[config.mk]
export PLATFORM = sky130hd
export DESIGN_NAME = stl_store_unit
export DESIGN_NICKNAME = d
export VERILOG_FILES = /design/src/rtl/stl_pkg.sv /design/src/rtl/stl_ea_adder.sv /design/src/rtl/stl_op_decode.sv /design/src/rtl/stl_lane_mux.sv /design/src/rtl/stl_store_unit.sv
export SDC_FILE = /design/constraint.sdc
export NUM_CORES = 1
export LEC_CHECK = 0
export ABC_AREA = 1
export BUFFER_PORTS_ARGS = -buffer_cell sky130_fd_sc_hd__buf_2
export CAP_MARGIN = 20
export CORE_MARGIN = 8
export CORE_UTILIZATION = 47
export DETAILED_ROUTE_END_ITERATION = 8
export HOLD_SLACK_MARGIN = 0.08
export PLACE_DENSITY = 0.8
export SYNTH_ARGS = -nofsm -noshare
export SYNTH_HDL_FRONTEND = slang
export SYNTH_SLANG_ARGS = --single-unit
[constraint.sdc]
create_clock -name clk -period 0.8 [get_ports clk]
set_input_delay 0.16 -clock clk [delete_from_list [all_inputs] [get_ports clk]]
set_output_delay 0.16 -clock clk [all_outputs]
set_load 0.02 [all_outputs]
[src/rtl/stl_pkg.sv]
package stl_pkg;

    localparam int unsigned XLEN   = 32;
    localparam int unsigned IMM_W  = 16;
    localparam int unsigned NLANES = XLEN / 8;
    localparam int unsigned OFS_W  = $clog2(NLANES);

    localparam logic [5:0] OPC_WORD  = 6'b101011;
    localparam logic [5:0] OPC_LEFT  = 6'b101010;
    localparam logic [5:0] OPC_RIGHT = 6'b101110;

    typedef enum logic [1:0] {
        ST_NONE  = 2'd0,
        ST_WORD  = 2'd1,
        ST_LEFT  = 2'd2,
        ST_RIGHT = 2'd3
    } st_kind_e;

    typedef struct packed {
        logic              we;
        logic              err;
        logic [XLEN-1:0]   addr;
        logic [NLANES-1:0] strb;
        logic [XLEN-1:0]   wdata;
    } st_out_t;

endpackage

[src/rtl/stl_ea_adder.sv]
module stl_ea_adder #(
    parameter int unsigned XLEN  = 32,
    parameter int unsigned IMM_W = 16,
    parameter int unsigned OFS_W = 2
) (
    input  logic [XLEN-1:0]  base_i,
    input  logic [IMM_W-1:0] disp_i,
    output logic [XLEN-1:0]  ea_o,
    output logic [XLEN-1:0]  word_addr_o,
    output logic [OFS_W-1:0] byte_ofs_o
);
    localparam int unsigned EXT_W = XLEN - IMM_W;

    logic [XLEN-1:0] disp_sx;

    always_comb begin
        disp_sx     = {{EXT_W{disp_i[IMM_W-1]}}, disp_i};
        ea_o        = base_i + disp_sx;
        word_addr_o = {ea_o[XLEN-1:OFS_W], {OFS_W{1'b0}}};
        byte_ofs_o  = ea_o[OFS_W-1:0];
    end
endmodule

[src/rtl/stl_op_decode.sv]
module stl_op_decode
    import stl_pkg::*;
#(
    parameter int unsigned OFS_W = 2
) (
    input  logic             valid_i,
    input  logic [5:0]       opcode_i,
    input  logic [OFS_W-1:0] byte_ofs_i,
    output st_kind_e         kind_o,
    output logic             misalign_o
);
    always_comb begin
        kind_o     = ST_NONE;
        misalign_o = 1'b0;
        if (valid_i) begin
            unique case (opcode_i)
                OPC_WORD: begin
                    if (byte_ofs_i == '0) kind_o = ST_WORD;
                    else                  misalign_o = 1'b1;
                end
                OPC_LEFT:  kind_o = ST_LEFT;
                OPC_RIGHT: kind_o = ST_RIGHT;
                default:   kind_o = ST_NONE;
            endcase
        end
    end
endmodule

[src/rtl/stl_lane_mux.sv]
module stl_lane_mux
    import stl_pkg::*;
#(
    parameter int unsigned NLANES = 4,
    parameter int unsigned OFS_W  = 2
) (
    input  st_kind_e            kind_i,
    input  logic [OFS_W-1:0]    byte_ofs_i,
    input  logic [NLANES*8-1:0] data_i,
    output logic [NLANES-1:0]   strb_o,
    output logic [NLANES*8-1:0] wdata_o
);
    localparam logic [OFS_W-1:0] TOP_LANE = OFS_W'(NLANES - 1);

    for (genvar j = 0; j < NLANES; j++) begin : g_lane
        localparam logic [OFS_W-1:0] LANE = OFS_W'(j);
        logic             en_d;
        logic [OFS_W-1:0] src_d;

        always_comb begin
            en_d  = 1'b0;
            src_d = '0;
            unique case (kind_i)
                ST_WORD: begin
                    en_d  = 1'b1;
                    src_d = LANE;
                end
                ST_LEFT: begin
                    en_d  = (LANE <= byte_ofs_i);
                    src_d = TOP_LANE - byte_ofs_i + LANE;
                end
                ST_RIGHT: begin
                    en_d  = (LANE >= byte_ofs_i);
                    src_d = LANE - byte_ofs_i;
                end
                default: begin
                    en_d  = 1'b0;
                    src_d = '0;
                end
            endcase
        end

        assign strb_o[j]        = en_d;
        assign wdata_o[8*j +: 8] = en_d ? data_i[8*src_d +: 8] : 8'h00;
    end
endmodule

[src/rtl/stl_store_unit.sv]
module stl_store_unit
    import stl_pkg::*;
(
    input  logic              clk,
    input  logic              rst_n,
    input  logic              req_valid,
    input  logic [5:0]        req_opcode,
    input  logic [XLEN-1:0]   req_base,
    input  logic [IMM_W-1:0]  req_offset,
    input  logic [XLEN-1:0]   req_data,
    output logic              mem_we,
    output logic [XLEN-1:0]   mem_word_addr,
    output logic [NLANES-1:0] mem_strb,
    output logic [XLEN-1:0]   mem_wdata,
    output logic              addr_err
);
    logic [XLEN-1:0]   ea;
    logic [XLEN-1:0]   word_addr;
    logic [OFS_W-1:0]  byte_ofs;
    st_kind_e          kind;
    logic              misalign;
    logic [NLANES-1:0] lane_strb;
    logic [XLEN-1:0]   lane_data;
    st_out_t           out_d, out_q;

    stl_ea_adder #(.XLEN(XLEN), .IMM_W(IMM_W), .OFS_W(OFS_W)) u_ea (
        .base_i      (req_base),
        .disp_i      (req_offset),
        .ea_o        (ea),
        .word_addr_o (word_addr),
        .byte_ofs_o  (byte_ofs)
    );

    stl_op_decode #(.OFS_W(OFS_W)) u_dec (
        .valid_i    (req_valid),
        .opcode_i   (req_opcode),
        .byte_ofs_i (byte_ofs),
        .kind_o     (kind),
        .misalign_o (misalign)
    );

    stl_lane_mux #(.NLANES(NLANES), .OFS_W(OFS_W)) u_lanes (
        .kind_i     (kind),
        .byte_ofs_i (byte_ofs),
        .data_i     (req_data),
        .strb_o     (lane_strb),
        .wdata_o    (lane_data)
    );

    always_comb begin
        out_d       = '0;
        out_d.we    = (kind != ST_NONE);
        out_d.err   = misalign;
        out_d.addr  = word_addr;
        out_d.strb  = lane_strb;
        out_d.wdata = lane_data;
    end

    always_ff @(posedge clk or negedge rst_n) begin
        if (!rst_n) out_q <= '0;
        else        out_q <= out_d;
    end

    assign mem_we        = out_q.we;
    assign addr_err      = out_q.err;
    assign mem_word_addr = out_q.addr;
    assign mem_strb      = out_q.strb;
    assign mem_wdata     = out_q.wdata;

    p_misaligned_word_err_r3: assert property (@(posedge clk) disable iff (!rst_n)
        (req_valid && req_opcode == OPC_WORD && ea[OFS_W-1:0] != '0)
        |=> (addr_err && !mem_we && mem_strb == '0));

    p_aligned_word_full_r2: assert property (@(posedge clk) disable iff (!rst_n)
        (req_valid && req_opcode == OPC_WORD && ea[OFS_W-1:0] == '0)
        |=> (mem_we && mem_strb == '1 && mem_wdata == $past(req_data)));

    p_left_hits_lane0_r4: assert property (@(posedge clk) disable iff (!rst_n)
        (req_valid && req_opcode == OPC_LEFT)
        |=> (mem_we && mem_strb[0] && !addr_err));

    p_right_hits_top_lane_r5: assert property (@(posedge clk) disable iff (!rst_n)
        (req_valid && req_opcode == OPC_RIGHT)
        |=> (mem_we && mem_strb[NLANES-1] && !addr_err));

    p_partial_no_err_r6: assert property (@(posedge clk) disable iff (!rst_n)
        (req_valid && (req_opcode == OPC_LEFT || req_opcode == OPC_RIGHT))
        |=> ($countones(mem_strb) >= 1 && !addr_err));

    p_idle_quiet_r8: assert property (@(posedge clk) disable iff (!rst_n)
        !(req_valid && (req_opcode == OPC_WORD || req_opcode == OPC_LEFT
                        || req_opcode == OPC_RIGHT))
        |=> (!mem_we && !addr_err && mem_strb == '0));

endmodule

==> reports/qor.csv, run 1 <==
stage,metric,value,unit
finish,Fill cells,332,
floorplanning,Die X,118,um
worst_setup_path,worst path bufs/invs,4,
synth,"Top FF cell, synth",dfrtp_1,
synth,"top cells by area, synth","dfrtp_1, nand2_1, ha_1, nand3_1, nor2_1",
synth,"Distinct cells, synth",37,
detailed_routing,WL final,32.4,mm
sta,final setup TNS,-81690,ps
synth,"Seq/Total Area, Yosys",0.348,
min_path,type of the tightest min-delay check,input port to flip-flop,
detailed_routing,antenna-violating nets left,0,
detailed_routing,total number of vias,7687,
detailed_routing,drt first pass iters,9,
worst_setup_path,Crit path required time,1080,ps
sta,"Slew Viols, Final",0,
synth,top-count cell post-synth,nand2_1,
global_routing,GRT Total Usage,0.326,
synth,cell area after synthesis,4890,sq um
worst_setup_path,CP max FO,7,
synth,Syn Inst Count,690,
sta,fmax,0.453,GHz
finish,Area growth syn-to-layout,94.6,%
finish,Finished Layout Cells,1120,
floorplanning,Die ar.,13900,sq um
pwr,pwr dens,1510,nW/um^2
floorplanning,CORE AREA,10200,sq um
floorplanning,row count,37,
flow_run,max-cap violations,0,
detailed_routing,Via density,6.86,
pwr,leakage power,4.39,nW
detailed_routing,Met3 Wirelength,5.29,mm
synth,Post-synth ARST share,1.00,
worst_setup_path,WP data arrival,2480,ps
cts,CTS max path bufs,2,
finish,flip-flop and latch area,1700,sq um
pwr,Max VDD drop,0.00109,V
finish,fin nets,1106,
sta,RSZ-0062 raised after global routing,yes,
detailed_routing,drt drc,94,
global_routing,largest net degree at the start of global routing,23,
placed_design,RePlAce Congestion,0.977,
worst_setup_path,Crit-path slowest cell,fa_2,
sta,Tcrit/Tclk final,2.76,
floorplanning,Starting Density,0.478,
synth,Synth area leader,dfrtp_1,
sta,Hold WS,122,ps
worst_setup_path,CP Cell Sequence,"buf_8, ha_4, inv_4, fa_2, ha_4, nand3_4, nand2_8, nand2_8, nand2_8, buf_12, buf_12, nand3b_1, nand2_1, nand2_1, nand2_1, nor2_1",
placed_design,port bufs,156,
finish,share of layout cells above drive strength 1,0.611,
finish,Ant. Diodes,0,
status,status,"complete, but fails checks",
placed_design,pre-CTS setup slack,-1540,ps
synth,Synth warnings,0,
synth,top-area cell type share of the netlist area,0.348,
detailed_routing,DR WL met2,14.0,mm
sta,final count of hold timing violations,0,
worst_setup_path,max incr delay on CP,480,ps
worst_setup_path,Setup CP Type,input port to flip-flop,
cts,CTS Buf Count,9,
global_routing,initial antenna violation count,2,
sta,crit path time final,2210,ps
worst_setup_path,Top Family by Delay on Critical Path,simple AND/OR/NAND/NOR gates,
global_routing,total grt overflow,0,
status,failing checks,"design-rule violations, negative setup slack",
worst_setup_path,Startpoint Class,input port,
sta,"Setup violations, final",135,
synth,commonest cells in the netlist,"nand2_1, nor2_1, nand3_1",
floorplanning,total I/O pin count,159,
cts,CTS Sinks,68,
cts,CTS root buffer,clkbuf_8,
pwr,Total Power,14.4,mW
cts,CTS tree,yes,
cts,H-tree Lvls,3,
cts,"Clk pin slew, worst setup/hold paths",80,ps
global_routing,vias in the first global route,6956,
finish,area of the multi-input gates,4730,sq um
synth,number of synthesized register bits,68,
detailed_routing,top routing layer used,met5,
detailed_routing,WL per Instance,29.0,um
worst_setup_path,crit path capture type,flip-flop,
placed_design,dpl cells,1074,
global_routing,first-pass GRT wire length,36.4,mm
synth,Post-synth EDFFs,0,
synth,syn avg cell area,7.09,sq um
sta,worst setup margin,-1410,ps
floorplanning,chip height,118,um
placed_design,Detailed Place HPWL,14.2,mm
detailed_routing,Met1 Wirelength,9.70,mm
detailed_routing,DRT iter0 DRCs,1339,
==> registers in the layout (all words and copies together), names as in the netlist <==
signal         count
mem_wdata         32
mem_strb           4
mem_word_addr     30
mem_we             1
addr_err           1
==> final timing paths <==
kind,end,slack (ps),from,cells past startpoint
max in group asynchronous,mem_word_addr[9],140,rst_n,3
min in group asynchronous,mem_wdata[25],220,rst_n,2
setup / recovery,mem_wdata[20],-1410,req_base[0],16
hold / removal,mem_word_addr[31],120,req_base[31],4
==> cell type report <==
type	count	area share
Timing Repair inverter	1	0.000788
Sequential cell	68	0.179
Multi-Input combinational cell	562	0.496
Inverter	50	0.0208
Timing Repair Buffer	287	0.264
Tap cell	136	0.0179
Clock buffer	11	0.0159
Clock inverter	5	0.00617
==> what timing repair did <==
item,in CTS,in global routing
gates resized for setup,327,133
hold buffers,1,0
buffers inserted,16,13
endpoints found under the hold margin,68,0
cloned,6,1
pin swaps,86,108
setup endpoints to repair,135,135
==> cell usage in the layout, fill, tap and decap left out, types with 4 or more instances in the layout <==
master and n:
dfrtp_1 68, clkbuf_8 11, o21ai_1 7, nor3_4 4
inv_2 13, xor2_1 11, nor3_2 7, xor2_2 6
o21ai_4 6, nor2_1 61, a21oi_2 20, buf_2 83
inv_1 34, buf_6 99, nand2_1 109, a21oi_4 11
nor2_4 14, nand2_2 58, a21oi_1 8, nand3_2 23
nor2_2 30, o21ai_0 4, nand4_1 6, o21ai_2 8
nand3_4 9, buf_4 89, nand2_4 30, ha_1 6
nand3_1 51, buf_12 13, ha_4 30, nand2_8 10
nand3b_1 5
==> per-stage QoR <==
stage,instance area [sq um],utilization
final,9530,0.931
after global routing,9530,0.931
after CTS,8870,0.867
after detailed placement,7260,0.710
after global placement,7260,0.710
after floorplan,5530,-
==> routing by layer <==
layer,global-route usage,vias to the layer above
met1,0.368,3486
met4,0.194,4
met2,0.546,954
met5,0,-
met3,0.0820,406
li1,-,2837
==> power by group <==
group | switching [mW] | internal (mW) | total [mW]
clock network | 1.72 | 1.62 | 3.34
registers | 0.219 | 3.77 | 3.99
logic | 4.07 | 3.02 | 7.08
total | 6.01 | 8.41 | 14.4
==> cells by family (layout without fill, tap and decap cells) <==
| group | after synthesis | in the layout | synth area share |
|---|---|---|---|
| compound gates | 80 | 80 | 0.0936 |
| xor+xnor | 22 | 22 | 0.0394 |
| fa+ha+maj | 38 | 38 | 0.0987 |
| buf+inv | 64 | 354 | 0.0555 |
| flops | 68 | 68 | 0.348 |
| other cells | 1 | 2 | 0.000766 |
| simple gates | 417 | 420 | 0.365 |
Note: power is estimated with default switching activity, not from simulation.
==> run 2, diff against run 1 <==
--- a/config.mk
+++ b/config.mk
@@ -5,7 +5,7 @@
 export SDC_FILE = /design/constraint.sdc
 export NUM_CORES = 1
 export LEC_CHECK = 0
-export ABC_AREA = 1
+export ABC_CLOCK_PERIOD_IN_PS = 800
 export BUFFER_PORTS_ARGS = -buffer_cell sky130_fd_sc_hd__buf_2
 export CAP_MARGIN = 20
 export CORE_MARGIN = 8
==> reports/qor.csv, run 2 <==
stage,metric,value,unit,change
sta,crit path time final,2120,ps,-84.2 ps
global_routing,GRT Total Usage,0.274,,-0.0521
floorplanning,CORE AREA,10100,sq um,-0.91%
global_routing,total grt overflow,0,,unchanged
worst_setup_path,Setup CP Type,input port to flip-flop,,
sta,"Slew Viols, Final",0,,unchanged
synth,Synth area leader,dfrtp_1,,
detailed_routing,Via density,5.89,,-14%
floorplanning,row count,37,,unchanged
cts,"Hold-fix buffers, CTS",1,,unchanged
floorplanning,chip height,117,um,-0.84%
worst_setup_path,worst path bufs/invs,2,,-2
min_path,type of the tightest min-delay check,input port to flip-flop,,
cts,CTS Buf Count,9,,unchanged
detailed_routing,total number of vias,5563,,-28%
placed_design,Detailed Place HPWL,12.0,mm,-15%
detailed_routing,drt drc,0,,-100%
worst_setup_path,Startpoint Class,input port,,
synth,"top cells by area, synth","dfrtp_1, ha_1, a211oi_1, a21oi_1, mux2i_1",,
sta,worst setup margin,-1320,ps,+84.2 ps
synth,"Top FF cell, synth",dfrtp_1,,
synth,top-count cell post-synth,dfrtp_1,,
finish,share of layout cells above drive strength 1,0.587,,-0.0241
global_routing,first-pass GRT wire length,29.0,mm,-20%
detailed_routing,drt first pass iters,5,,-4
status,failing checks,negative setup slack,,
synth,Post-synth EDFFs,0,,unchanged
cts,"Clk pin slew, worst setup/hold paths",90,ps,about the same
sta,"Setup violations, final",136,,+0.74%
global_routing,initial antenna violation count,1,,-1
sta,fmax,0.471,GHz,+4.0%
cts,CTS tree,yes,,
sta,headroom to the max-slew limit,0.636,,
finish,Util after Layout,0.830,,-0.101
finish,Largest register FFs,32,,unchanged
finish,"commonest non-fill, non-tap cells in the layout","buf_4, buf_2, buf_6",,
synth,"Seq/Total Area, Yosys",0.355,,+0.00689
placed_design,port bufs,156,,unchanged
synth,Syn Inst Count,505,,-27%
flow_run,max-cap violations,0,,unchanged
worst_setup_path,WP data arrival,2360,ps,-120 ps
worst_setup_path,max incr delay on CP,520,ps,+40 ps
floorplanning,Die X,117,um,-0.84%
worst_setup_path,Crit path required time,1040,ps,-40 ps
cts,CTS root buffer,clkbuf_8,,
detailed_routing,DRT iter0 DRCs,453,,-66%
worst_setup_path,Top Family by Delay on Critical Path,compound AO/OA/AOI/OAI gates,,
floorplanning,total I/O pin count,159,,unchanged
finish,"commonest non-fill, non-tap cell in the layout",buf_4,,
pwr,leakage power,3.90,nW,-11%
detailed_routing,WL final,20.0,mm,-38%
global_routing,vias in the first global route,5925,,-15%
floorplanning,Die ar.,13700,sq um,-1.7%
finish,Fill cells,504,,+52%
floorplanning,Starting Density,0.473,,-0.00501
cts,H-tree Lvls,3,,unchanged
pwr,pwr dens,1420,nW/um^2,-6.4%
synth,"Distinct cells, synth",68,,+84%
synth,top-area cell type share of the netlist area,0.355,,+0.00689
cts,CTS max path bufs,2,,unchanged
finish,flip-flop and latch area,1700,sq um,unchanged
worst_setup_path,CP Cell Sequence,"buf_6, ha_4, inv_2, fa_1, ha_2, nand3b_1, o21ai_4, nand3_4, o21ai_4, o31a_4, a211oi_2, a211oi_2",,
pwr,Max VDD drop,0.000882,V,-19%
synth,cell area after synthesis,4800,sq um,-1.9%
synth,number of synthesized register bits,68,,unchanged
worst_setup_path,CP max FO,8,,+1
synth,commonest cells in the netlist,"dfrtp_1, a21oi_1, ha_1, nor2_1",,
cts,CTS Sinks,68,,unchanged
detailed_routing,antenna-violating nets left,0,,unchanged
synth,Synth warnings,0,,unchanged
finish,Area growth syn-to-layout,75.4,%,
detailed_routing,WL per Instance,21.2,um,-27%
finish,area of the multi-input gates,3750,sq um,-21%
global_routing,largest net degree at the start of global routing,69,,+200%
sta,Tcrit/Tclk final,2.65,,-0.105
placed_design,RePlAce Congestion,0.901,,-7.8%
finish,fin nets,930,,-16%
worst_setup_path,crit path capture type,flip-flop,,
sta,Least-Margin Pin Slew,531,ps,
worst_setup_path,Crit-path slowest cell,fa_1,,
synth,syn avg cell area,9.50,sq um,+34%
sta,final count of hold timing violations,0,,unchanged
synth,Post-synth ARST share,1.00,,unchanged
sta,RSZ-0062 raised after global routing,yes,,
sta,Hold WS,80.7,ps,-40.9 ps
pwr,Total Power,11.9,mW,-17%
status,status,"complete, but fails checks",,
run 2: worst paths after layout:
path                               start                end  slack [ps]  depth (start not counted)
min in group asynchronous          rst_n      mem_wdata[16]         360                          3
min                        req_opcode[2]           addr_err          80                          2
max in group asynchronous          rst_n  mem_word_addr[31]         120                          3
max                          req_base[0]      mem_wdata[16]       -1320                         12
run 2: kinds of logic (layout without fill, tap and decap cells):
family	after synthesis	after routing	synth area share
simple gates	140	142	0.151
flops	68	68	0.355
compound gates	158	160	0.235
xor+xnor	26	26	0.0490
fa+ha+maj	38	38	0.101
mux	28	28	0.0605
other cells	1	3	0.000781
buf+inv	46	344	0.0480
run 2: power breakdown:
part	leakage, nW	switching [mW]	internal [mW]
Clock	0.0856	1.57	1.14
Sequential	0.879	0.191	3.78
Combinational	2.93	2.64	2.60
Total	3.90	4.40	7.51
run 2: routing by layer:
| metal | routed length, um | track usage |
|---|---|---|
| met1 | 7220 | 0.284 |
| met2 | 10300 | 0.507 |
| met3 | 1320 | 0.0482 |
| met4 | 1150 | 0.160 |
| met5 | 0 | 0 |
run 2: timing repair:
action,in CTS,in global routing
hold endpoints to repair,69,1
pin swaps,18,25
setup buffers,17,10
cloned,6,1
endpoints found under the setup margin,136,136
gates resized for setup,194,72
run 2: metrics by stage:
step	cells	area (sq um)	setup slack (ps)	setup TNS (ps)
CTS	938	8020	-1130	-76760
finish	945	8420	-1320	-80570
floorplan	506	5220	-1460	-69520
detailed placement	900	6980	-1600	-88430
global placement	900	6980	-1490	-84720
global route	945	8420	-1370	-87610
run 2: final cells by class:
type                    count  share of cell area
multi-input cells         396               0.446
repair buffers            308               0.301
flip-flops and latches     68               0.202
well taps                 136              0.0202
clock buffers               9              0.0147
inverters                  20             0.00951
clock inverters             7             0.00609
diodes                      1            0.000297
